[src/rtl/xing_pkg.sv]
package xing_pkg;

  // Phase order is behaviour: the state machine increments through it.
  typedef enum logic [1:0] {
    PH_NS_GO   = 2'd0,
    PH_NS_WARN = 2'd1,
    PH_EW_GO   = 2'd2,
    PH_EW_WARN = 2'd3
  } phase_e;

  typedef enum logic [1:0] {
    SRC_DIVIDER  = 2'd0,
    SRC_EXTERNAL = 2'd1,
    SRC_STEP     = 2'd2,
    SRC_NONE     = 2'd3
  } tickSrc_e;

  // Control to datapath
  typedef struct packed {
    logic reload;     // restart the dwell count
    logic longDwell;  // current phase uses the green dwell
  } ctlStrobes_t;

  // Datapath to control
  typedef struct packed {
    logic tick;       // one-cycle time-base pulse
    logic dwellEnd;   // dwell count sits at its last value
  } dpStrobes_t;

  // Lamp encoding: {red, yellow, green}
  localparam logic [2:0] LAMP_RED    = 3'b100;
  localparam logic [2:0] LAMP_YELLOW = 3'b010;
  localparam logic [2:0] LAMP_GREEN  = 3'b001;

endpackage

[src/rtl/xing_debounce.sv]
// Two-flop synchronizer, stability filter and rising-edge detect for a bouncing switch.
module xing_debounce #(
  parameter int STABLE_CYCLES = 240000
) (
  input  logic clk,
  input  logic rst,
  input  logic rawIn,
  output logic rise
);
  localparam int CNT_W = (STABLE_CYCLES < 2) ? 1 : $clog2(STABLE_CYCLES);

  logic [1:0]       syncQ;
  logic             accepted;
  logic             acceptedQ;
  logic [CNT_W-1:0] runCnt;

  always_ff @(posedge clk) begin
    if (rst) begin
      syncQ     <= '0;
      accepted  <= 1'b0;
      acceptedQ <= 1'b0;
      runCnt    <= '0;
    end else begin
      syncQ     <= {syncQ[0], rawIn};
      acceptedQ <= accepted;
      if (syncQ[1] != accepted) begin
        // accept only after the new level held for the full window
        if (runCnt == CNT_W'(STABLE_CYCLES - 1)) begin
          accepted <= syncQ[1];
          runCnt   <= '0;
        end else begin
          runCnt <= runCnt + 1'b1;
        end
      end else begin
        runCnt <= '0;
      end
    end
  end

  assign rise = accepted & ~acceptedQ;

endmodule

[src/rtl/xing_datapath.sv]
// Time base (divider, external sync, debounced switch), source select and dwell counter.
module xing_datapath
  import xing_pkg::*;
#(
  parameter int DIV_RATIO       = 24000000,
  parameter int DEBOUNCE_CYCLES = 240000,
  parameter int GREEN_TICKS     = 5,
  parameter int YELLOW_TICKS    = 1
) (
  input  logic        clk,
  input  logic        rst,
  input  logic [1:0]  srcSel,
  input  logic        extIn,
  input  logic        stepIn,
  input  ctlStrobes_t ctl,
  output dpStrobes_t  dp
);
  localparam int MAX_DWELL = (GREEN_TICKS > YELLOW_TICKS) ? GREEN_TICKS : YELLOW_TICKS;
  localparam int DWELL_W   = $clog2(MAX_DWELL + 1);

  logic divTick;
  logic extRise;
  logic stepRise;
  logic tick;

  // Internal divider: single-cycle enable, no derived clock
  generate
    if (DIV_RATIO < 2) begin : gNoDiv
      assign divTick = 1'b1;
    end else begin : gDiv
      localparam int DIV_W = $clog2(DIV_RATIO);
      logic [DIV_W-1:0] divCnt;
      always_ff @(posedge clk) begin
        if (rst)                                  divCnt <= '0;
        else if (divCnt == DIV_W'(DIV_RATIO - 1)) divCnt <= '0;
        else                                      divCnt <= divCnt + 1'b1;
      end
      assign divTick = (divCnt == DIV_W'(DIV_RATIO - 1));
    end
  endgenerate

  // External 1 Hz: two-flop sync plus one history flop for the edge
  logic [2:0] extQ;
  always_ff @(posedge clk) begin
    if (rst) extQ <= '0;
    else     extQ <= {extQ[1:0], extIn};
  end
  assign extRise = extQ[1] & ~extQ[2];

  // Manual switch
  xing_debounce #(.STABLE_CYCLES(DEBOUNCE_CYCLES)) stepDb_i (
    .clk  (clk),
    .rst  (rst),
    .rawIn(stepIn),
    .rise (stepRise)
  );

  // Source select
  always_comb begin
    unique case (tickSrc_e'(srcSel))
      SRC_DIVIDER:  tick = divTick;
      SRC_EXTERNAL: tick = extRise;
      SRC_STEP:     tick = stepRise;
      default:      tick = 1'b0;
    endcase
  end

  // Dwell counter: counts ticks spent in the current phase
  logic [DWELL_W-1:0] dwellCnt;
  logic [DWELL_W-1:0] dwellLast;

  assign dwellLast = ctl.longDwell ? DWELL_W'(GREEN_TICKS - 1) : DWELL_W'(YELLOW_TICKS - 1);

  always_ff @(posedge clk) begin
    if (rst)             dwellCnt <= '0;
    else if (ctl.reload) dwellCnt <= '0;
    else if (tick)       dwellCnt <= dwellCnt + 1'b1;
  end

  assign dp.tick     = tick;
  assign dp.dwellEnd = (dwellCnt == dwellLast);

endmodule

[src/rtl/xing_phase_ctrl.sv]
// Phase state machine and lamp decode.
module xing_phase_ctrl
  import xing_pkg::*;
(
  input  logic        clk,
  input  logic        rst,
  input  dpStrobes_t  dp,
  output ctlStrobes_t ctl,
  output logic [2:0]  nsLamp,
  output logic [2:0]  ewLamp
);
  phase_e phase;
  logic   advance;

  assign advance       = dp.tick & dp.dwellEnd;
  assign ctl.reload    = advance;
  assign ctl.longDwell = (phase == PH_NS_GO) || (phase == PH_EW_GO);

  // fixed loop, reset to north-south green
  always_ff @(posedge clk) begin
    if (rst)          phase <= PH_NS_GO;
    else if (advance) phase <= phase_e'(phase + 2'd1);
  end

  // one lamp per road; the resting road is always red
  always_comb begin
    unique case (phase)
      PH_NS_GO:   begin nsLamp = LAMP_GREEN;  ewLamp = LAMP_RED;    end
      PH_NS_WARN: begin nsLamp = LAMP_YELLOW; ewLamp = LAMP_RED;    end
      PH_EW_GO:   begin nsLamp = LAMP_RED;    ewLamp = LAMP_GREEN;  end
      default:    begin nsLamp = LAMP_RED;    ewLamp = LAMP_YELLOW; end
    endcase
  end

endmodule

[src/rtl/traffic_xing_ctrl.sv]
module traffic_xing_ctrl
  import xing_pkg::*;
#(
  parameter int DIV_RATIO       = 24000000,
  parameter int DEBOUNCE_CYCLES = 240000,
  parameter int GREEN_TICKS     = 5,
  parameter int YELLOW_TICKS    = 1
) (
  input  logic       clk,
  input  logic       rst,
  input  logic [1:0] srcSel,
  input  logic       extPulseIn,
  input  logic       stepButton,
  output logic [2:0] nsLamp,
  output logic [2:0] ewLamp
);
  ctlStrobes_t ctlS;
  dpStrobes_t  dpS;

  xing_datapath #(
    .DIV_RATIO      (DIV_RATIO),
    .DEBOUNCE_CYCLES(DEBOUNCE_CYCLES),
    .GREEN_TICKS    (GREEN_TICKS),
    .YELLOW_TICKS   (YELLOW_TICKS)
  ) datapath_i (
    .clk   (clk),
    .rst   (rst),
    .srcSel(srcSel),
    .extIn (extPulseIn),
    .stepIn(stepButton),
    .ctl   (ctlS),
    .dp    (dpS)
  );

  xing_phase_ctrl control_i (
    .clk   (clk),
    .rst   (rst),
    .dp    (dpS),
    .ctl   (ctlS),
    .nsLamp(nsLamp),
    .ewLamp(ewLamp)
  );

endmodule

[config.mk]
export PLATFORM = sky130hd
export DESIGN_NAME = traffic_xing_ctrl
export DESIGN_NICKNAME = d
export VERILOG_FILES = /design/src/rtl/xing_pkg.sv /design/src/rtl/xing_debounce.sv /design/src/rtl/xing_datapath.sv /design/src/rtl/xing_phase_ctrl.sv /design/src/rtl/traffic_xing_ctrl.sv
export SDC_FILE = /design/constraint.sdc
export NUM_CORES = 1
export LEC_CHECK = 0
export BUFFER_PORTS_ARGS = -buffer_cell sky130_fd_sc_hd__buf_4
export CELL_PAD_IN_SITES_DETAIL_PLACEMENT = 1
export CELL_PAD_IN_SITES_GLOBAL_PLACEMENT = 1
export CORE_ASPECT_RATIO = 0.5
export CORE_MARGIN = 8
export CORE_UTILIZATION = 30
export DETAILED_ROUTE_END_ITERATION = 10
export PLACE_DENSITY_LB_ADDON = 0.1
export SLEW_MARGIN = 20
export SYNTH_ARGS = -nofsm -noshare
export SYNTH_HDL_FRONTEND = slang
export SYNTH_HIERARCHICAL = 1
export SYNTH_SLANG_ARGS = --single-unit
[constraint.sdc]
create_clock -name clk -period 5.65 [get_ports clk]
set_input_delay 0.2825 -clock clk [delete_from_list [all_inputs] [get_ports clk]]
set_output_delay 0.2825 -clock clk [all_outputs]
set_load 0.02 [all_outputs]
==> Word-level counts from Yosys, hierarchy flattened <==
Cells that the tools add are included.
{ "word_totals": {"regBits": 55, "out_inout_bits": 6, "elab_cells": 38} }
{ "classes": {"add_sub_neg": 4, "eq_ne": 8, "muxes": 4, "n_bitwise": 6, "n_reduce_logical": 8} }
{ "op_table": {"columns": ["cell", "n"], "rows": [
  ["25-bit by 1-bit adder with 25-bit output, second input constant", 1],
  ["25-bit equality test, second input constant", 1],
  ["18-bit by 1-bit adder with 18-bit output, second input constant", 1],
  ["18-bit equality test, second input constant", 1],
  ["3-bit case mux with 2 select lines", 2],
  ["2-bit OR reduction", 3],
  ["2-bit by 1-bit equality test with 1-bit output, second input constant", 2],
  ["2-bit equality test, second input constant", 2],
  ["2-bit logical NOT", 2],
  ["3-bit by 1-bit adder with 3-bit output, second input constant", 1],
  ["1-bit AND", 3],
  ["3-bit equality test", 1],
  ["3-bit 2-to-1 mux", 1],
  ["1-bit inverter", 3],
  ["1-bit case mux with 3 select lines", 1],
  ["3-bit OR reduction", 1],
  ["2-bit by 1-bit adder with 2-bit output, second input constant", 1],
  ["2-bit AND reduction", 1],
  ["1-bit logical OR", 1],
  ["1-bit inequality test", 1]
]} }

==> Logic depth before layout (Yosys ltp) <==
{ "depth": {"ltp_word": 6, "depth_mapped": 12, "depth_no_buf": 9} }

==> Hierarchy <==
Netlist, hierarchy kept.
{ "modules_own_cells": {"columns": ["mod", "n_inst", "cells_per_inst", "area_each_um2", "seq_area_each_um2"], "rows": [
  ["xing_datapath", 1, 171, 1507.7, 620.6],
  ["xing_debounce", 1, 104, 952.2, 440.4],
  ["xing_phase_ctrl", 1, 18, 168.9, 40.0]
]} }

==> Worst setup path before layout <==
No wires, ideal clock.
{ "synth_timing": {"path_kind": "register to register", "start": "register datapath_i.gDiv.divCnt[0]", "end": "register datapath_i.dwellCnt[2]", "arrival_ns": 2.127, "required_ns": 5.578, "setup_slack_ns": 3.452, "path_stages_with_launch": 12, "path_buffers": 3, "period_less_slack_ns": 2.198, "path_cell_list": "dfxtp_1 ha_1 and4_1 clkbuf_1 nand2_1 o31a_1 inv_1 buf_4 and2_4 buf_4 or3_1 mux2i_1"} }
{ "synth_via": {"elab_chain_cells": 4} }
{ "synth_lines": {"columns": ["item", "line_no", "source"], "rows": [
  ["start, declared", "xing_datapath.sv:32", "logic [DIV_W-1:0] divCnt;"],
  ["start signal, assigned", "xing_datapath.sv:36", "else divCnt <= divCnt + 1'b1;"],
  ["25-bit equality test", "xing_datapath.sv:38", "assign divTick = (divCnt == DIV_W'(DIV_RATIO - 1));"],
  ["1-bit case mux with 3 select lines", "xing_datapath.sv:60", "unique case (tickSrc_e'(srcSel))"],
  ["net datapath_i.tick", "xing_datapath.sv:24", "logic tick;"],
  ["1-bit AND", "xing_phase_ctrl.sv:15", "assign advance = dp.tick & dp.dwellEnd;"],
  ["net control_i.advance", "xing_phase_ctrl.sv:13", "logic advance;"],
  ["2-bit OR reduction (no line)", null, null],
  ["end signal, assigned", "xing_datapath.sv:77", "else if (tick) dwellCnt <= dwellCnt + 1'b1;"],
  ["end, declared", "xing_datapath.sv:69", "logic [DWELL_W-1:0] dwellCnt;"]
]} }
The timed path passes the listed nets, and every way through them passes these cells.
A chain may end at the register's enable or synchronous reset.

==> Worst setup path after layout <==
{ "layout_timing": {"start": "register datapath_i.gDiv.divCnt[0]", "end": "register datapath_i.gDiv.divCnt[9]"} }
{ "layout_via": {"elab_chain_cells": 2} }
{ "layout_lines": {"columns": ["item"], "rows": [
  ["parallel branches: the longest is 2 deep, another holds 25-bit by 1-bit adder with 25-bit output"]
]} }
Several ways; the timed one is not identified.

==> results by group <==
Outcome
  • Status: complete, no violations

Yosys
  • Syn nets: 307
  • Yosys top cell by area: dfxtp_1
  • Flops & latches, synth: 55
  • Top-count cell post-synth: dfxtp_1
  • Synth warn: 6
  • Post-Syn Area: 2630 um2
  • Post-synth EDFFs: 0
  • Gate count of the mapped netlist: 293
  • Top post-synthesis cells by count: dfxtp_1, nor2_1, nand2_1
  • Share of the synthesized area in the top cell type: 0.419
  • Seq/Total Area, Yosys: 0.419
  • Synthesized area per cell: 8.97 um2
  • Synth area leaders: dfxtp_1, nor2_1, xnor2_1
  • Netlist cell types: 45
  • Top_reg_cell synth: dfxtp_1
  • Fraction of registers with async set/reset: 0

Drt
  • Final ANT Viol Nets: 0
  • Detailed-route via count: 2082
  • Total iterations of the first detailed-routing run: 4
  • First DRT Iteration DRCs: 82
  • Detailed Route WL: 5900 um
  • Post-DR vias/cell: 4.97
  • DRC: 0
  • WL/cell: 14.1 um

STA
  • RSZ-0062 raised after global routing: false
  • Final setup margin: 3280 ps
  • Period utilization: 0.419
  • Final Hold Fails: 0
  • Hold_ws: 205 ps
  • Post-route setup TNS: 0 ps
  • Final slew viol count: 0
  • Finish-stage setup viols: 0
  • Measured slew at the worst slew-check pin: 968 ps
  • Maximum clock rate: 0.422 GHz
  • Setup Skew: 6.77 ps
  • Min Tclk post-route: 2370 ps
  • Slew headroom: 0.355

Power and ir drop
  • Power per Cell Area: 252 nW/um2
  • Sequential power share: 0.526
  • Overall power: 0.748 mW
  • Clock power frac: 0.450
  • P_sw: 0.161 mW
  • Comb power frac: 0.024
  • Leak pwr: 1.01 nW
  • Worst vdd ir: 0.107 mV
  • Internal power: 0.587 mW
  • Sw Share: 0.215

Floorplanning
  • Die Ht: 82.2 um
  • Die Area: 12200 um2
  • Cell Rows: 24
  • Starting density of the core: 0.305
  • Die span in x: 148 um
  • # IOs: 12
  • Core area: 8620 um2

CTS
  • Post-CTS setup buffer count: 0
  • Clock Latency Late Sink: 300 ps
  • Clock tree from TritonCTS: built
  • H-tree depth: 2
  • Clock Sink Count: 55
  • Post-CTS Hold Fix Bufs: 0
  • Longest Clk Path Bufs: 2
  • Num CTS Buffers: 5
  • Clock root buffer: clkbuf_16
  • Worst-path clk slew: 70 ps
  • Cts repair resizes: 0

Placement
  • Cell Area, Placed: 2810 um2
  • GPL Wtd Cong: 0.765
  • Number of port buffers: 11
  • Placed Cells: 411
  • DP Worst Slack: 3220 ps
  • DP HPWL: 4350 um

Finish
  • Layout Cells excl Fill: 419
  • Final instance area: 2970 um2
  • Layout fillers: 990
  • Diode count: 0
  • Area growth, synth to finish: 13.1%
  • Net count, final: 315
  • Final Util: 0.345
  • Fraction of layout cells with a size suffix above 1: 0.116

Setup path
  • Reg-to-Reg Start: datapath_i/gDiv.divCnt[0]
  • Worst setup EP type: flip-flop
  • Worst r2r path cells: 5
  • Crit Path Category: reg2reg
  • Worst path arrival time: 2520 ps
  • Worst Setup SP: datapath_i/gDiv.divCnt[0]
  • Worst Path Max Fanout: 22
  • Startpoint types: flip-flop
  • Worst Path Required: 5800 ps

Global routing
  • Largest net degree at the start of global routing: 23
  • Global-route wire length before repair: 10500 um
  • Vias in the first global route: 2195
  • Global route total overflow: 0
  • GR Util All Layers: 0.106
  • Initial antenna violation count: 0

Flow run
  • Max-cap violation count: 0

Hold path
  • Hold Path Class: in2reg
  • Worst hold path depth: 2
  • Hold wc startpoint: stepButton
-- cell families (layout without fill, tap and decap cells) --
group                      after synthesis  in the layout  share of synthesized area
buffers and inverters                   22             31                     0.0395
AOI/OAI and AO/OA                       33             33                     0.0790
xor gates and xnor gates                28             28                     0.0933
adders and majority gates                8              8                     0.0381
and+or+nand+nor                        142            142                      0.310
DFF                                     55             55                      0.419
muxes                                    5              5                     0.0214
-- cells in the final DEF, fill, tap and decap left out, drive strengths merged, types with 6 or more instances in the layout --
cell,Yosys,routed
dfxtp,55,55
nor2,38,38
nand2,18,18
nand3,15,15
xnor2,14,14
xor2,14,14
a21oi,13,13
nand4,13,13
inv,12,12
buf,8,11
o31ai,10,10
nor2b,9,9
ha,8,8
or4,8,8
or3,8,8
clkbuf,2,7
and4,7,7
and3,6,6
o21ai,6,6
-- power by group through the flow --
stage	registers (mW)	clock network (mW)	logic [mW]
after floorplan	0.402	0	0.0106
after global placement	0.403	0	0.0177
after detailed placement	0.403	0	0.0184
after CTS	0.394	0.350	0.0185
after global routing	0.394	0.364	0.0205
final	0.394	0.336	0.0177
-- routing by layer --
layer	vias up	routed length [um]	track usage
met5	-	0	0
met2	8	2850	0.196
met4	0	68	0.0303
li1	1060	-	-
met3	8	144	0.0288
met1	1006	2830	0.121
-- sequential cells by signal, summed over array words and instances, names as in the netlist --
register,count
datapath_i/dwellCnt,3
datapath_i/stepDb_i/syncQ,2
datapath_i/stepDb_i/acceptedQ,1
control_i/phase,2
datapath_i/stepDb_i/runCnt,18
datapath_i/extQ,3
datapath_i/stepDb_i/accepted,1
datapath_i/gDiv.divCnt,25
-- worst paths after layout --
| path | endpoint | slack [ps] |
|---|---|---|
| worst min-delay path | datapath_i/stepDb_i/syncQ[0] | 200 |
| worst max register to register | datapath_i/gDiv.divCnt[9] | 3280 |
| worst min register to register | datapath_i/stepDb_i/syncQ[1] | 450 |
| worst max-delay path | datapath_i/gDiv.divCnt[9] | 3280 |
-- area by class of cell --
class | instances | area, um2 | share of cell area
tap | 117 | 146 | 0.0492
sequential | 55 | 1100 | 0.370
clock inverter | 1 | 7.51 | 0.00253
timing repair buffer | 11 | 82.6 | 0.0278
multi-input combinational | 216 | 1440 | 0.484
clock buffer | 7 | 153 | 0.0513
inverter | 12 | 45.0 | 0.0152
-- worst max-delay path, stage by stage, from the launching register on --
cell	delay, ps
dfxtp_1	380
ha_1	240
and4_1	300
nand2_1	270
o31ai_4	920
nor2_1	120
No activity file was read; power rests on OpenSTA's default activity.
